### src/rtl/adc_seq_pkg.sv
package adc_seq_pkg;
   // register addresses
   localparam int ADR_CTRL  = 0;
   localparam int ADR_DIV   = 1;
   localparam int ADR_SETUP = 2;
   localparam int ADR_RESLO = 3;
   localparam int ADR_RESHI = 4;
   // control register bit positions
   localparam int B_PWR   = 0;
   localparam int B_CHAN  = 1;
   localparam int B_QUIET = 2;
   localparam int B_GO    = 3;
   localparam int B_BUSY  = 4;
   localparam int B_EOC   = 5;
   localparam int B_ERR   = 6;
   localparam int CTRL_BITS = 7;
endpackage

### src/rtl/adc_seq_clkdiv.sv
module adc_seq_clkdiv #(
   parameter int DIV_W = 5
) (
   input  logic             clk,
   input  logic             rst_n,
   input  logic             en,
   input  logic [DIV_W-1:0] code,
   output logic             tick
);
   localparam int CNT_W   = DIV_W + 2;
   localparam int MAX_DIV = 2 ** (DIV_W + 1);

   logic [CNT_W-1:0] cnt_q;
   logic [CNT_W-1:0] lim;

   always_comb begin
      if (code == '0) lim = CNT_W'(MAX_DIV - 1);
      else            lim = {1'b0, code, 1'b0} - CNT_W'(1);
   end

   assign tick = en && (cnt_q >= lim);

   always_ff @(posedge clk or negedge rst_n) begin
      if (!rst_n)        cnt_q <= '0;
      else if (!en)      cnt_q <= '0;
      else if (tick)     cnt_q <= '0;
      else               cnt_q <= cnt_q + CNT_W'(1);
   end


   tick_gap_chk: assert property (@(posedge clk) disable iff (!rst_n)
      tick |=> !tick);

   tick_off_chk: assert property (@(posedge clk) disable iff (!rst_n)
      (!en) |=> (cnt_q == '0));
endmodule

### src/rtl/adc_seq_settle.sv
module adc_seq_settle #(
   parameter int SETUP_W = 8
) (
   input  logic               clk,
   input  logic               rst_n,
   input  logic               powered,
   input  logic               load,
   input  logic [SETUP_W-1:0] load_val,
   input  logic               tick,
   output logic               ready
);
   logic [SETUP_W-1:0] left_q;

   always_ff @(posedge clk or negedge rst_n) begin
      if (!rst_n)                      left_q <= '0;
      else if (load)                   left_q <= load_val;
      else if (tick && left_q != '0)   left_q <= left_q - SETUP_W'(1);
   end

   assign ready = powered && (left_q == '0);


   settle_block_chk: assert property (@(posedge clk) disable iff (!rst_n)
      (load && load_val != '0) |=> !ready);
endmodule

### src/rtl/adc_seq_irqgate.sv
module adc_seq_irqgate #(
   parameter int IRQ_N = 4
) (
   input  logic             clk,
   input  logic             rst_n,
   input  logic             stall,
   input  logic [IRQ_N-1:0] irq_in,
   output logic [IRQ_N-1:0] irq_out
);
   for (genvar i = 0; i < IRQ_N; i++) begin : g_line
      logic held_q;

      always_ff @(posedge clk or negedge rst_n) begin
         if (!rst_n)     held_q <= 1'b0;
         else if (stall) held_q <= held_q | irq_in[i];
         else            held_q <= 1'b0;
      end

      assign irq_out[i] = stall ? 1'b0 : (irq_in[i] | held_q);


      irq_release_chk: assert property (@(posedge clk) disable iff (!rst_n)
         (stall && irq_in[i]) |=> (stall || irq_out[i]));
   end
endmodule

### src/rtl/adc_seq_ctrl.sv
module adc_seq_ctrl
   import adc_seq_pkg::*;
#(
   parameter int ADDR_W  = 3,
   parameter int DATA_W  = 8,
   parameter int DIV_W   = 5,
   parameter int SETUP_W = 8,
   parameter int RES_W   = 10,
   parameter int IRQ_N   = 4
) (
   input  logic              clk,
   input  logic              rst_n,
   input  logic              wr_en,
   input  logic [ADDR_W-1:0] wr_addr,
   input  logic [DATA_W-1:0] wr_data,
   input  logic [ADDR_W-1:0] rd_addr,
   output logic [DATA_W-1:0] rd_data,
   output logic              conv_clk_en,
   output logic              conv_power,
   output logic              conv_chan,
   output logic              conv_start,
   input  logic              conv_done,
   input  logic [RES_W-1:0]  conv_result,
   output logic              cpu_stall,
   input  logic [IRQ_N-1:0]  irq_in,
   output logic [IRQ_N-1:0]  irq_out
);
   localparam int WIDE_W = 2 * DATA_W;

   initial begin : param_chk
      assert (DATA_W >= CTRL_BITS) else $error("DATA_W too narrow for control bits");
      assert (DIV_W <= DATA_W)     else $error("DIV_W exceeds DATA_W");
      assert (SETUP_W <= DATA_W)   else $error("SETUP_W exceeds DATA_W");
      assert (RES_W <= WIDE_W)     else $error("RES_W exceeds two data words");
      assert (IRQ_N >= 1)          else $error("IRQ_N must be positive");
      assert (ADDR_W >= 3)         else $error("ADDR_W too narrow for map");
   end

   // state
   logic               pwr_q, quiet_q, busy_q, eoc_q, err_q, start_q;
   logic               chan_q, chan_p_q, chan_pv_q;
   logic [DIV_W-1:0]   div_q, div_p_q;
   logic               div_pv_q;
   logic [SETUP_W-1:0] setup_q;
   logic [RES_W-1:0]   result_q;

   // decode
   logic wr_ctrl, wr_div, wr_setup;
   logic start_req, accept, start_err, done_ev, pwr_rise;
   logic ready, tick;
   logic               chan_p_nx, chan_pv_nx, div_pv_nx;
   logic [DIV_W-1:0]   div_p_nx;

   assign wr_ctrl  = wr_en && (wr_addr == ADDR_W'(ADR_CTRL));
   assign wr_div   = wr_en && (wr_addr == ADDR_W'(ADR_DIV));
   assign wr_setup = wr_en && (wr_addr == ADDR_W'(ADR_SETUP));

   assign start_req = wr_ctrl && wr_data[B_GO];
   assign accept    = start_req && !busy_q && ready;
   assign start_err = start_req && !busy_q && !ready;
   assign done_ev   = busy_q && conv_done;
   assign pwr_rise  = wr_ctrl && wr_data[B_PWR] && !pwr_q;

   // settings written during a conversion, merged with this cycle's write
   assign chan_p_nx  = (wr_ctrl && busy_q) ? wr_data[B_CHAN] : chan_p_q;
   assign chan_pv_nx = (wr_ctrl && busy_q) || chan_pv_q;
   assign div_p_nx   = (wr_div && busy_q) ? wr_data[DIV_W-1:0] : div_p_q;
   assign div_pv_nx  = (wr_div && busy_q) || div_pv_q;

   adc_seq_clkdiv #(.DIV_W(DIV_W)) u_div (
      .clk  (clk),
      .rst_n(rst_n),
      .en   (pwr_q),
      .code (div_q),
      .tick (tick)
   );

   adc_seq_settle #(.SETUP_W(SETUP_W)) u_settle (
      .clk     (clk),
      .rst_n   (rst_n),
      .powered (pwr_q),
      .load    (pwr_rise),
      .load_val(setup_q),
      .tick    (tick),
      .ready   (ready)
   );

   adc_seq_irqgate #(.IRQ_N(IRQ_N)) u_irq (
      .clk    (clk),
      .rst_n  (rst_n),
      .stall  (cpu_stall),
      .irq_in (irq_in),
      .irq_out(irq_out)
   );

   // sequencing state
   always_ff @(posedge clk or negedge rst_n) begin
      if (!rst_n) begin
         pwr_q   <= 1'b0;
         busy_q  <= 1'b0;
         start_q <= 1'b0;
         quiet_q <= 1'b0;
      end else begin
         start_q <= accept;
         if (wr_ctrl) pwr_q <= wr_data[B_PWR];
         if (done_ev)      busy_q <= 1'b0;
         else if (accept)  busy_q <= 1'b1;
         if (done_ev)                 quiet_q <= 1'b0;
         else if (wr_ctrl && !busy_q) quiet_q <= wr_data[B_QUIET];
      end
   end

   // flags and result
   always_ff @(posedge clk or negedge rst_n) begin
      if (!rst_n) begin
         eoc_q    <= 1'b0;
         err_q    <= 1'b0;
         result_q <= '0;
      end else begin
         if (done_ev)                        eoc_q <= 1'b1;
         else if (wr_ctrl && !wr_data[B_EOC]) eoc_q <= 1'b0;
         if (start_err)                      err_q <= 1'b1;
         else if (wr_ctrl && !wr_data[B_ERR]) err_q <= 1'b0;
         if (done_ev) result_q <= conv_result;
      end
   end

   // input select and divider, with deferral during a conversion
   always_ff @(posedge clk or negedge rst_n) begin
      if (!rst_n) begin
         chan_q    <= 1'b0;
         chan_p_q  <= 1'b0;
         chan_pv_q <= 1'b0;
         div_q     <= '0;
         div_p_q   <= '0;
         div_pv_q  <= 1'b0;
         setup_q   <= '0;
      end else begin
         if (wr_setup) setup_q <= wr_data[SETUP_W-1:0];
         if (done_ev) begin
            if (chan_pv_nx) chan_q <= chan_p_nx;
            if (div_pv_nx)  div_q  <= div_p_nx;
            chan_pv_q <= 1'b0;
            div_pv_q  <= 1'b0;
         end else begin
            chan_p_q  <= chan_p_nx;
            chan_pv_q <= chan_pv_nx;
            div_p_q   <= div_p_nx;
            div_pv_q  <= div_pv_nx;
            if (wr_ctrl && !busy_q) chan_q <= wr_data[B_CHAN];
            if (wr_div && !busy_q)  div_q  <= wr_data[DIV_W-1:0];
         end
      end
   end

   assign conv_clk_en = tick;
   assign conv_power  = pwr_q;
   assign conv_chan   = chan_q;
   assign conv_start  = start_q;
   assign cpu_stall   = busy_q && quiet_q;

   // read path
   logic [DATA_W-1:0] ctrl_rd, div_rd, setup_rd;
   logic [WIDE_W-1:0] res_wide;

   always_comb begin
      ctrl_rd          = '0;
      ctrl_rd[B_PWR]   = pwr_q;
      ctrl_rd[B_CHAN]  = chan_q;
      ctrl_rd[B_QUIET] = quiet_q;
      ctrl_rd[B_BUSY]  = busy_q;
      ctrl_rd[B_EOC]   = eoc_q;
      ctrl_rd[B_ERR]   = err_q;
      div_rd                 = '0;
      div_rd[DIV_W-1:0]      = div_q;
      setup_rd               = '0;
      setup_rd[SETUP_W-1:0]  = setup_q;
      res_wide               = '0;
      res_wide[RES_W-1:0]    = result_q;
   end

   always_comb begin
      case (rd_addr)
         ADDR_W'(ADR_CTRL):  rd_data = ctrl_rd;
         ADDR_W'(ADR_DIV):   rd_data = div_rd;
         ADDR_W'(ADR_SETUP): rd_data = setup_rd;
         ADDR_W'(ADR_RESLO): rd_data = res_wide[DATA_W-1:0];
         ADDR_W'(ADR_RESHI): rd_data = res_wide[WIDE_W-1:DATA_W];
         default:            rd_data = '0;
      endcase
   end


   start_ready_chk: assert property (@(posedge clk) disable iff (!rst_n)
      conv_start |-> $past(ready));

   start_single_chk: assert property (@(posedge clk) disable iff (!rst_n)
      conv_start |=> !conv_start);

   start_busy_chk: assert property (@(posedge clk) disable iff (!rst_n)
      conv_start |-> busy_q);

   done_flag_chk: assert property (@(posedge clk) disable iff (!rst_n)
      (busy_q && conv_done) |=> (eoc_q && !busy_q));

   quiet_clear_chk: assert property (@(posedge clk) disable iff (!rst_n)
      (busy_q && conv_done) |=> !quiet_q);

   chan_hold_chk: assert property (@(posedge clk) disable iff (!rst_n)
      (busy_q && !conv_done) |=> $stable(conv_chan));

   idle_done_chk: assert property (@(posedge clk) disable iff (!rst_n)
      (!busy_q && conv_done) |=> $stable(result_q));
endmodule

### config.mk
export PLATFORM = sky130hd
export DESIGN_NAME = adc_seq_ctrl
export DESIGN_NICKNAME = d
export VERILOG_FILES = /design/src/rtl/adc_seq_pkg.sv /design/src/rtl/adc_seq_clkdiv.sv /design/src/rtl/adc_seq_settle.sv /design/src/rtl/adc_seq_irqgate.sv /design/src/rtl/adc_seq_ctrl.sv
export SDC_FILE = /design/constraint.sdc
export NUM_CORES = 1
export LEC_CHECK = 0
export BUFFER_PORTS_ARGS = -buffer_cell sky130_fd_sc_hd__buf_2
export CAP_MARGIN = 20
export CORE_UTILIZATION = 42
export DETAILED_ROUTE_END_ITERATION = 7
export PLACE_DENSITY = 0.76
export SYNTH_ARGS = -nofsm -noshare
export SYNTH_HDL_FRONTEND = slang
export SYNTH_SLANG_ARGS = --single-unit
### constraint.sdc
create_clock -name clk -period 2.38 [get_ports clk]
set_input_delay 0.119 -clock clk [delete_from_list [all_inputs] [get_ports clk]]
set_output_delay 0.119 -clock clk [all_outputs]
set_load 0.1 [all_outputs]
# Word level (Yosys, flattened, before mapping)
# Index checks and enable logic that the tools add are counted.
[totals]
output_inout_bits = 17
inputBits = 32
reg_bits = 57
[op_classes]
n_reduce_logical = 40
n_mux = 32
bitwise = 4
n_eq_ne = 8
addsub = 3
order_cmp = 1
[op_table]
columns = ["cell", "count"]
rows = [
  ["8-bit case mux with 5 select lines", 1],
  ["1-bit 2-to-1 mux", 22],
  ["7-bit 2-to-1 mux", 3],
  ["1-bit logical AND", 20],
  ["5-bit 2-to-1 mux", 4],
  ["8-bit 2-to-1 mux", 2],
  ["2-bit nonzero test", 6],
  ["3-bit by 2-bit == test with 1-bit output (second input constant)", 3],
  ["8-bit logical NOT", 1],
  ["8-bit nonzero test", 1],
  ["8-bit by 1-bit subtractor with 8-bit output (second input constant)", 1],
  ["7-bit by 1-bit adder with 7-bit output (second input constant)", 1],
  ["7-bit greater-or-equal comparator", 1],
  ["6-bit by 1-bit subtractor with 7-bit output (second input constant)", 1],
  ["3-bit by 1-bit == test with 1-bit output (second input constant)", 2],
  ["3-bit logical NOT", 2],
  ["1-bit logical NOT", 5],
  ["5-bit logical NOT", 1],
  ["2-bit by 1-bit inequality test with 1-bit output (second input constant)", 2],
  ["1-bit OR", 4],
  ["2-bit AND reduction", 2],
  ["3-bit == test (second input constant)", 1],
  ["1-bit logical OR", 2],
]

# Longest topological paths before layout
# Gate-level depths: netlist of the first run.
[logic_depth]
ltp_word = 7
depth_mapped = 11
mapped_depth_nobuf = 11

# By module
# From an unflattened synthesis of the first run, not the netlist that was laid out.
[hier_totals]
hier_cells = 282
hier_area_um2 = 3134.3
[modules_own_cells]
columns = ["module", "cells_per_inst", "area_per_inst_um2", "n_inst", "seq_area_each_um2"]
rows = [
  ["adc_seq_ctrl", 149, 1861.8, 1, 950.9],
  ["adc_seq_clkdiv", 61, 556.8, 1, 175.2],
  ["adc_seq_settle", 60, 545.5, 1, 200.2],
  ["adc_seq_irqgate", 12, 170.2, 1, 100.1],
]

# Least setup slack after synthesis of the first run
# Ideal clock, no wire load.
[synth_timing]
kind = "register to output"
start = "reg chan_q (netlist: conv_chan)"
end = "out rd_data[1]"
arrival_time_ns = 3.443
required_time_ns = 2.261
path_stages_with_launch = 4
n_path_buf = 0
slack_ns = -1.182
path_cell_list = "dfrtp_1 mux4_2 inv_1 o21ai_0"
[synth_via]
elab_chain_len = 1
[synth_lines]
columns = ["item", "line_no", "source"]
rows = [
  ["start: declaration", "adc_seq_ctrl.sv:41", "logic chan_q, chan_p_q, chan_pv_q;"],
  ["start signal: assignment", "adc_seq_ctrl.sv:141", "if (chan_pv_nx) chan_q <= chan_p_nx;"],
  ["start signal: assignment", "adc_seq_ctrl.sv:150", "if (wr_ctrl && !busy_q) chan_q <= wr_data[B_CHAN];"],
  ["8-bit case mux with 5 select lines", "adc_seq_ctrl.sv:183", "case (rd_addr)"],
  ["end: declaration", "adc_seq_ctrl.sv:17", "output logic [DATA_W-1:0] rd_data,"],
]
# No other way between the ends.

# Worst setup path in the final report of the first run
[layout_timing]
start = "reg div_q[0]"
end = "out conv_clk_en"
[layout_via]
elab_chain_len = 4
[layout_lines]
columns = ["item", "line_no", "source"]
rows = [
  ["start: declaration", "adc_seq_ctrl.sv:42", "logic [DIV_W-1:0] div_q, div_p_q;"],
  ["start signal: assignment", "adc_seq_ctrl.sv:142", "if (div_pv_nx) div_q <= div_p_nx;"],
  ["start signal: assignment", "adc_seq_ctrl.sv:151", "if (wr_div && !busy_q) div_q <= wr_data[DIV_W-1:0];"],
  ["6-bit by 1-bit subtractor with 7-bit output / 5-bit logical NOT (equally long branches)", "adc_seq_clkdiv.sv:18, adc_seq_clkdiv.sv:17", ""],
  ["7-bit 2-to-1 mux *", "adc_seq_clkdiv.sv:17", "if (code == '0) lim = CNT_W'(MAX_DIV - 1);"],
  ["7-bit greater-or-equal comparator *", "adc_seq_clkdiv.sv:21", "assign tick = en && (cnt_q >= lim);"],
  ["1-bit logical AND *", "adc_seq_clkdiv.sv:21", ""],
  ["end: declaration", "adc_seq_ctrl.sv:18", "output logic conv_clk_en,"],
]
# Mark *: on every way between the ends. The rest lies on a longest branch, timed or not.

==> reports/qor.csv, run 1 <==
stage,metric,value,unit
clocking,clock_latency,0.34,ns
global_route,met2_usage,36.2,%
timing,setup_tns,-1.70,ns
timing,hold_viol_final,0,
status,violations,negative setup slack,
routing,drc,0,
setup_path,r2r_end,u_settle.left_q[3],
power,powerDensity,759,nW/um2
synthesis,synth_flop_cell,dfrtp_1,
power,leakagePower,1.90,nW
place,io_buffers,48,
timing,max_slew.worst_pin.slew,0.599,ns
timing,setup_ws,-0.231,ns
global_route,grtUsageMet1,26.7,%
floorplanning,dieWidth,86.5,um
timing,max_freq,383,MHz
place,gp_congestion,0.844,
global_route,met3_usage,3.81,%
setup_path,ff2ff_path_depth,13,
floorplanning,start_util,43.9,%
synthesis,syn_inst,287,
clocking,clkTransAtPathRegs,0.07,ns
synthesis,async_reset_ff_share,100,%
setup_path,endpoint,conv_clk_en,
floorplanning,rows,30,
synthesis,ys_seq_area_share,47.5,%
setup_path,cp_max_fo,5,
clocking,clockBufferDepth,2,
routing,avgRoutedWirePerCell,16.0,um
floorplanning,die_area,7490,um2
timing,whs,0.0153,ns
global_route,grt_start_max_net_pins,36,
clocking,cts_tree,done,
global_route,grt_first_pass_wirelength,12100,um
setup_path,r2r_setup_slack,-0.21,ns
synthesis,yosysWarnings,0,
global_route,busiest_layer,met2,
routing,routed-via-count,2526,
timing,setup_viol,16,
routing,postRouteWirelength,7410,um
worst_hold_path,hp-class,in2reg,
cells_and_area,antenna_cells,0,
clocking,cts_buffers,9,
floorplanning,io_pins,49,
setup_path,startpoint,div_q[0],
setup_path,r2r-start,div_q[0],
timing,finClkSkew,0.00707,ns
floorplanning,core,6830,um2
global_route,grt_pass1_vias,2530,
cells_and_area,drive_above_1_share,42.9,%
timing,finalCriticalPeriod,2.61,ns
synthesis,synth_edf_count,0,
place,dpl_worst_slack,-0.173,ns
setup_path,arrival,2.49,ns
power,irDropWorstVdd,0.000405,V
synthesis,synth.distinct_cells,42,
place,place_hpwl,5270,um
global_route,antenna_found_initial,0,
timing,period_share,110,%
setup_path,worstPathRequired,2.26,ns
setup_path,cp-end-kind,primary output,
synthesis,netlist_area,3000,um2
job,cap_violations,0,
timing,slew_headroom,59.5,%
timing,rsz0062_at_grt,true,
timing,final-max-slew-violation-count,0,
routing,via_per_inst,5.44,
status,outcome,"complete, but fails checks",
setup_path,crit_path_start_kind,flop,
routing,ant_nets,0,
synthesis,syn-num-nets,328,
synthesis,yosys_register_bits,57,
clocking,clock-root-buffer,clkbuf_8,
clocking,htreeDepth,3,
routing,drtIter0Drc,156,
cells_and_area,nets,405,
global_route,grt_overflow,0,
synthesis,avgSynthCellArea,10.5,um2
setup_path,criticalPathCategory,reg2out,
global_route,grt_usage,21.7,%
cells_and_area,synthToLayoutAreaGrowth,31.0,%
floorplanning,chipHeight,86.5,um
routing,first_pass_iters,4,
clocking,clock-sinks,57,
-- layout make-up --
| type | count | area (um2) |
|---|---|---|
| clock inverter | 2 | 35.0 |
| timing repair buffer | 74 | 464 |
| fill | 590 | 2900 |
| inverter | 9 | 37.5 |
| tap | 96 | 120 |
| sequential | 57 | 1430 |
| multi-input combinational | 213 | 1670 |
| clock buffer | 13 | 179 |
-- report_power, final --
| part | internal, mW | switching, mW |
|---|---|---|
| registers | 1.08 | 0.171 |
| clock network | 0.590 | 0.385 |
| logic | 0.315 | 0.441 |
| total | 1.99 | 0.997 |
-- sequential cells by signal, indices dropped and copies added (netlist names) --
register / count
conv_power: 1
conv_start: 1
u_settle.left_q: 8
result_q: 10
chan_pv_q: 1
setup_q: 8
conv_chan: 1
eoc_q: 1
u_div.cnt_q: 7
err_q: 1
busy_q: 1
u_irq.g_line.held_q: 4
div_p_q: 5
chan_p_q: 1
quiet_q: 1
div_pv_q: 1
div_q: 5
-- synth_stat cells (4+ instances only) --
master     n  area, um2
a21oi_1   16       80.1
ha_1       9        113
and3_1     4       25.0
nor2b_1    4       25.0
nand2_1   24       90.1
inv_1      9       33.8
a31oi_1    4       25.0
or3_2      4       30.0
nor2_1    49        184
xnor2_1    5       43.8
mux2_2    27        304
clkbuf_1   6       22.5
o21ai_0    9       45.0
dfrtp_1   57       1430
nand3_1    8       40.0
mux2i_1    9       90.1
-- critical path, cell delays in order, from the launching register on --
cell        delay [ns]
dfrtp_1           0.41
inv_2             0.09
ha_4              0.16
a21oi_2           0.06
nor3_1            0.13
a21oi_1           0.06
ha_1              0.32
nand2_2           0.07
nor4_4            0.33
o21ai_4           0.12
buf_6             0.15
clkinvlp_4        0.06
buf_12            0.16
-- worst min-delay path by stage --
| stage | cells past startpoint | slack [ns] | startpoint | to |
|---|---|---|---|---|
| final | 2 | 0.02 | wr_data[7] | setup_q[7] |
| after global routing | 2 | 0.01 | conv_result[6] | result_q[6] |
| after CTS | 2 | 0.004 | wr_data[7] | setup_q[7] |
| after detailed placement | 2 | 0.13 | rst_n | u_div.cnt_q[2] |
| after global placement | 2 | 0.13 | rst_n | u_div.cnt_q[2] |
| after floorplan | 0 | -0.18 | rst_n | busy_q |
-- logic make-up after synthesis --
| family | Yosys count | synth area share (%) |
|---|---|---|
| and+or+nand+nor | 114 | 19.6 |
| muxes | 39 | 15.4 |
| DFF | 57 | 47.5 |
| adders and majority gates | 9 | 3.75 |
| xor gates and xnor gates | 7 | 2.04 |
| AOI/OAI and AO/OA | 44 | 9.55 |
| buffers and inverters | 17 | 2.13 |
-- per-stage QoR --
step / area (um2) / cells / utilization [%] / power (mW)
global placement: 3560 / 442 / 52.1 / 1.87
floorplan: 3060 / 287 / - / 1.67
finish: 3930 / 464 / 57.5 / 2.98
detailed placement: 3560 / 442 / 52.1 / 1.90
CTS: 3880 / 463 / 56.8 / 2.93
global route: 3930 / 464 / 57.5 / 3.11
-- cells in the final DEF (no fill, tap or decap), drive strengths merged, types with 2 or more instances in the layout --
cell type and instances:
or4b 3, nor2 49, xor2 2, mux2 27, dfrtp 57, nor3 3
inv 8, nand3 8, nor2b 4, nor4 2, a22oi 2, xnor2 5
nand3b 3, mux2i 9, or3 5, o211ai 4, ha 9, nand2 24
a31oi 4, a21oi 16, nor4bb 2, clkbuf 13, or4 2, and3 4
buf 73, mux4 3, o21ai 12, o41ai 2, nor3b 3
-- what timing repair did --
action                     CTS  global route
hold endpoints to repair    57             0
setup buffers                6             1
resized for setup           11             7
hold buffers                 1             0
setup endpoints to repair    9            15
pin swaps                   11             4
-- routing by layer --
layer	part of all wire [%]	up-vias
met2	51	79
met4	2.2	0
met5	0	-
li1	-	1181
met3	3.8	17
met1	43	1249
Note: power is estimated with default switching activity, not from simulation.
==> inputs of run 2 (changes only) <==
--- a/config.mk
+++ b/config.mk
@@ -5,11 +5,12 @@
 export SDC_FILE = /design/constraint.sdc
 export NUM_CORES = 1
 export LEC_CHECK = 0
+export ABC_AREA = 1
 export BUFFER_PORTS_ARGS = -buffer_cell sky130_fd_sc_hd__buf_2
 export CAP_MARGIN = 20
 export CORE_UTILIZATION = 42
 export DETAILED_ROUTE_END_ITERATION = 7
-export PLACE_DENSITY = 0.76
+export PLACE_DENSITY = 0.75
 export SYNTH_ARGS = -nofsm -noshare
 export SYNTH_HDL_FRONTEND = slang
 export SYNTH_SLANG_ARGS = --single-unit
==> reports/qor.csv, run 2 <==
stage,metric,value,unit
clocking,clock_latency,0.35,ns
floorplanning,chipHeight,89.5,um
cells_and_area,final_common_cell,nand2_1,
setup_path,crit_family,simple AND/OR/NAND/NOR gates,
setup_path,cpMostUsedCell,nor2_4,
synthesis,avgSynthCellArea,7.54,um2
floorplanning,core,7330,um2
setup_path,ff2ff_path_depth,15,
setup_path,path_depth,13,
timing,slew_headroom,55.5,%
clocking,clkTransAtPathRegs,0.08,ns
synthesis,synthMuxAreaShare,1.05,%
setup_path,cp_num_buf_inv,4,
synthesis,synth-simple-area-share,35.9,%
timing,setup_tns,-0.0416,ns
floorplanning,io_pins,49,
global_route,grt_overflow,0,
setup_path,worstPathRequired,2.26,ns
routing,drtIter0Drc,163,
routing,drc,0,
cells_and_area,multi_input_area,1620,um2
global_route,grt_pass1_vias,2926,
routing,avgRoutedWirePerCell,13.1,um
synthesis,synth_top_family_by_area,simple AND/OR/NAND/NOR gates,
synthesis,netlist_area,3220,um2
worst_hold_path,hp-start,wr_data[5],
synthesis,yosysTopAreaCell,dfrtp_1,
setup_path,cp-end-kind,primary output,
timing,finalCriticalPeriod,2.42,ns
routing,first_pass_iters,4,
worst_hold_path,whs_path_depth,2,
synthesis,synth_top_area_share,44.3,%
timing,max_slew.worst_pin.slew,0.663,ns
synthesis,synth_flop_cell,dfrtp_1,
routing,postRouteWirelength,7930,um
synthesis,yosys_register_bits,57,
setup_path,crit_chain,"nor2_4, nand2_4, nor2_4, inv_2, nand2_1, inv_1, ha_1, or2_2, nand3_2, nand2_2, inv_2, nor2_4, buf_12",
cells_and_area,antenna_cells,0,
synthesis,syn_inst,427,
place,gp_congestion,0.956,
setup_path,criticalPathCategory,reg2out,
synthesis,synthAdderAreaFrac,3.50,%
timing,period_share,102,%
synthesis,yosysWarnings,0,
synthesis,yosysMostFrequentCell,nand2_1,
cells_and_area,largest_registers,"result_q (10), setup_q (8), u_settle.left_q (8)",
cells_and_area,final_util,55.7,%
global_route,grt_start_max_net_pins,31,
synthesis,synth_edf_count,0,
cells_and_area,regArea,1430,um2
place,io_buffers,48,
setup_path,crit_path_start_kind,flop,
timing,rsz0062_at_grt,true,
synthesis,syn-num-nets,468,
clocking,clock-sinks,57,
synthesis,synth.distinct_cells,32,
cells_and_area,layout_common_cells,"nand2_1, dfrtp_1, nand3_1, buf_2, inv_1",
place,place_hpwl,5490,um
synthesis,async_reset_ff_share,100,%
routing,via_per_inst,5.04,
cells_and_area,largest_register_ff_count,10,
clocking,htreeDepth,3,
setup_path,crit_slowest_cell,dfrtp_2,
floorplanning,die_area,8020,um2
synthesis,ys_seq_area_share,44.3,%
timing,finClkSkew,0.00702,ns
synthesis,synth.top_cells.by_count,"nand2_1, dfrtp_1, nand3_1, inv_1, nor2_1",
timing,final-max-slew-violation-count,0,
setup_path,slowest_delay,0.47,ns
status,outcome,"complete, but fails checks",
place,dpl_worst_slack,0.0303,ns
power,irDropWorstVdd,0.000683,V
synthesis,synthTopCellsByArea,"dfrtp_1, nand2_1, nand3_1, inv_1, ha_1",
floorplanning,dieWidth,89.5,um
routing,ant_nets,0,
floorplanning,rows,31,
setup_path,arrival,2.30,ns
routing,routed-via-count,3060,
worst_hold_path,hp-class,in2reg,
cells_and_area,num-fill-cells,631,
timing,setup_viol,1,
setup_path,r2r-start,div_q[2],
job,cap_violations,0,
clocking,clockBufferDepth,2,
synthesis,synth_xor_area_share,1.63,%
global_route,grt_first_pass_wirelength,13400,um
timing,setup_ws,-0.0416,ns
synthesis,synth-compound-area-share,6.18,%
cells_and_area,drive_above_1_share,21.5,%
cells_and_area,nets,544,
global_route,grt_usage,22.5,%
clocking,cts_tree,done,
cells_and_area,largest_register,result_q,
power,leakagePower,2.20,nW
floorplanning,start_util,43.9,%
timing,hold_viol_final,0,
clocking,cts_buffers,9,
setup_path,cp_max_fo,6,
cells_and_area,synthToLayoutAreaGrowth,26.9,%
timing,whs,0.0114,ns
status,violations,negative setup slack,
power,finalPower,4.58,mW
setup_path,startpoint,div_q[2],
global_route,antenna_found_initial,0,
power,powerDensity,1120,nW/um2
timing,max_freq,413,MHz
clocking,clock-root-buffer,clkbuf_8,
## run 2: per-stage QoR
step / instances / cell area, um2
6_report: 607 / 4090
5_1_grt: 607 / 4090
4_1_cts: 606 / 4050
3_5_place_dp: 569 / 3570
3_3_place_gp: 569 / 3570
2_1_floorplan: 427 / 3220
## run 2: layer usage
| metal | vias to the layer above | part of all wire [%] | global-route usage [%] |
|---|---|---|---|
| li1 | 1537 | - | - |
| met1 | 1394 | 45 | 29.6 |
| met2 | 111 | 46 | 35.3 |
| met3 | 18 | 6.2 | 4.99 |
| met4 | 0 | 2.2 | 10.2 |
| met5 | - | 0 | 0 |
## run 2: cells by family (layout without fill, tap and decap cells)
| logic type | after synthesis | count (layout) |
|---|---|---|
| simple gates | 258 | 258 |
| flops | 57 | 57 |
| compound gates | 36 | 36 |
| mux | 3 | 3 |
| fa+ha+maj | 9 | 9 |
| buf+inv | 58 | 139 |
| xor+xnor | 6 | 6 |
## run 2: final cells by class
| type | count | area share (%) |
|---|---|---|
| clock inverters | 7 | 3.06 |
| clock buffers | 9 | 3.03 |
| repair buffers | 74 | 11.8 |
| multi-input cells | 312 | 39.6 |
| inverters | 49 | 4.50 |
| well taps | 99 | 3.03 |
| flip-flops and latches | 57 | 35.0 |
## run 2: timing repair
action / in CTS / in global routing
endpoints found under the hold margin: 34 / 0
hold buffers: 13 / 0
resized for setup: 13 / 8
setup endpoints to repair: 1 / 11
pin swaps: 7 / 8
buffers inserted: 8 / 1
## run 2: path summary, 6_finish.rpt
path,endpoint,slack [ns]
worst max register to register,u_settle.left_q[1],0.10
min in group asynchronous,result_q[7],0.29
worst min register to register,result_q[9],0.49
worst max-delay path,conv_clk_en,-0.04
max in group asynchronous,u_div.cnt_q[5],1.41
worst min-delay path,setup_q[5],0.01
## run 2: where the power goes
part	switching [mW]	internal (mW)
Combinational	1.23	0.648
Sequential	0.271	1.29
Clock	0.444	0.706
Total	1.94	2.64
==> inputs of run 3 (changes only) <==
--- a/config.mk
+++ b/config.mk
@@ -7,10 +7,9 @@
 export LEC_CHECK = 0
 export ABC_AREA = 1
 export BUFFER_PORTS_ARGS = -buffer_cell sky130_fd_sc_hd__buf_2
-export CAP_MARGIN = 20
-export CORE_UTILIZATION = 42
+export CORE_UTILIZATION = 37
 export DETAILED_ROUTE_END_ITERATION = 7
-export PLACE_DENSITY = 0.75
+export PLACE_DENSITY = 0.69
 export SYNTH_ARGS = -nofsm -noshare
 export SYNTH_HDL_FRONTEND = slang
 export SYNTH_SLANG_ARGS = --single-unit
==> reports/qor.csv, run 3 (synthesis gave the netlist of run 2 again) <==
stage,metric,value,unit
timing,max_slew.worst_pin.slew,0.649,ns
routing,ant_nets,0,
timing,finClkSkew,0.00866,ns
global_route,grt_overflow,0,
power,powerDensity,1100,nW/um2
timing,hold_viol_final,0,
floorplanning,dieWidth,95.3,um
global_route,grt_usage,19.9,%
clocking,clock_latency,0.34,ns
worst_hold_path,hp-class,in2reg,
clocking,clock-root-buffer,clkbuf_8,
cells_and_area,final_common_cell,nand2_1,
global_route,grt_pass1_vias,2933,
cells_and_area,drive_above_1_share,21.8,%
setup_path,crit_chain,"inv_2, ha_4, nand2_4, nor2_4, inv_2, nand4_1, ha_1, nand2_2, nor2_2, nand3_2, nand2_2, inv_2, nor2_4, buf_12",
cells_and_area,final_area,4080,um2
cells_and_area,synthToLayoutAreaGrowth,26.8,%
cells_and_area,antenna_cells,0,
routing,via_per_inst,5.04,
setup_path,cp-end-kind,primary output,
setup_path,criticalPathCategory,reg2out,
global_route,antenna_found_initial,0,
timing,rsz0062_at_grt,true,
place,io_buffers,48,
floorplanning,chipHeight,95.3,um
timing,setup_viol,0,
routing,postRouteWirelength,8170,um
cells_and_area,largest_register_ff_count,10,
clocking,clockBufferDepth,2,
floorplanning,rows,33,
power,leakagePower,2.17,nW
place,place_hpwl,5730,um
cells_and_area,largest_registers,"result_q (10), setup_q (8), u_settle.left_q (8)",
routing,first_pass_iters,4,
setup_path,crit_slowest_cell,dfrtp_1,
timing,slew_headroom,56.7,%
clocking,cts_tree,done,
clocking,cts_buffers,9,
setup_path,worstPathRequired,2.26,ns
power,finalPower,4.50,mW
floorplanning,core,8300,um2
floorplanning,die_area,9070,um2
setup_path,crit_family,simple AND/OR/NAND/NOR gates,
floorplanning,io_pins,49,
routing,drc,0,
routing,routed-via-count,3072,
clocking,clkTransAtPathRegs,0.07,ns
timing,finalCriticalPeriod,2.35,ns
setup_path,cp_max_fo,4,
power,irDropWorstVdd,0.000642,V
cells_and_area,largest_register,result_q,
job,cap_violations,0,
status,outcome,"finished, final reports clean",
timing,setup_tns,0,ns
global_route,grt_first_pass_wirelength,13700,um
global_route,grt_start_max_net_pins,32,
setup_path,cp_num_buf_inv,4,
setup_path,crit_path_start_kind,flop,
routing,avgRoutedWirePerCell,13.4,um
cells_and_area,nets,540,
setup_path,slowest_delay,0.37,ns
timing,period_share,98.7,%
place,gp_congestion,0.837,
setup_path,cpMostUsedCell,inv_2,
setup_path,arrival,2.23,ns
clocking,htreeDepth,3,
cells_and_area,num-fill-cells,790,
timing,whs,0.0196,ns
timing,final-max-slew-violation-count,0,
place,dpl_cell_area,3590,um2
routing,drtIter0Drc,133,
floorplanning,start_util,38.8,%
timing,max_freq,426,MHz
cells_and_area,layout_common_cells,"nand2_1, dfrtp_1, nand3_1, buf_2, inv_1",
clocking,clock-sinks,57,
[run 3: path summary, 6_finish.rpt]
kind	from	endpoint	slack, ns	depth (start not counted)
max in group asynchronous	rst_n	div_q[3]	1.44	3
worst min register to register	result_q[2]	result_q[2]	0.48	2
worst max register to register	div_q[0]	u_settle.left_q[5]	0.18	16
worst max-delay path	div_q[0]	conv_clk_en	0.03	14
worst min-delay path	wr_data[5]	setup_q[5]	0.02	2
min in group asynchronous	rst_n	u_irq.g_line[2].held_q	0.34	2
[run 3: per-layer routing]
layer	part of all wire (%)	GRT usage, %	vias up	routed length [um]
met1	46	25.1	1437	3760
met4	2.2	7.32	0	182
met2	47	33.2	99	3850
met3	4.6	4.39	16	379
li1	-	-	1520	-
met5	0	0	-	0
[run 3: repair_timing]
item,in CTS,in global routing
hold endpoints to repair,37,0
setup endpoints to repair,1,9
setup buffers,7,0
pin swaps,9,9
hold buffers,12,0
resized for setup,19,8
[run 3: layout make-up]
class,count,area (um2),area share [%]
Tap cell,105,131,3.22
Clock inverter,4,75.1,1.84
Sequential cell,57,1430,35.0
Inverter,49,184,4.51
Timing Repair Buffer,70,463,11.3
Clock buffer,12,155,3.80
Multi-Input combinational cell,312,1640,40.3
[run 3: power by group]
part           internal (mW)  switching (mW)  total [mW]
registers               1.29           0.284        1.57
logic                  0.662            1.22        1.88
clock network          0.647           0.397        1.04
[run 3: through the flow]
stage | setup WS, ns | cells | util, %
final | 0.0318 | 609 | 49.2
after global routing | -0.0793 | 609 | 49.2
after CTS | 0.00332 | 609 | 48.8
after global placement | 0.166 | 574 | 43.2
after floorplan | -0.492 | 427 | -
after detailed placement | 0.0267 | 574 | 43.2
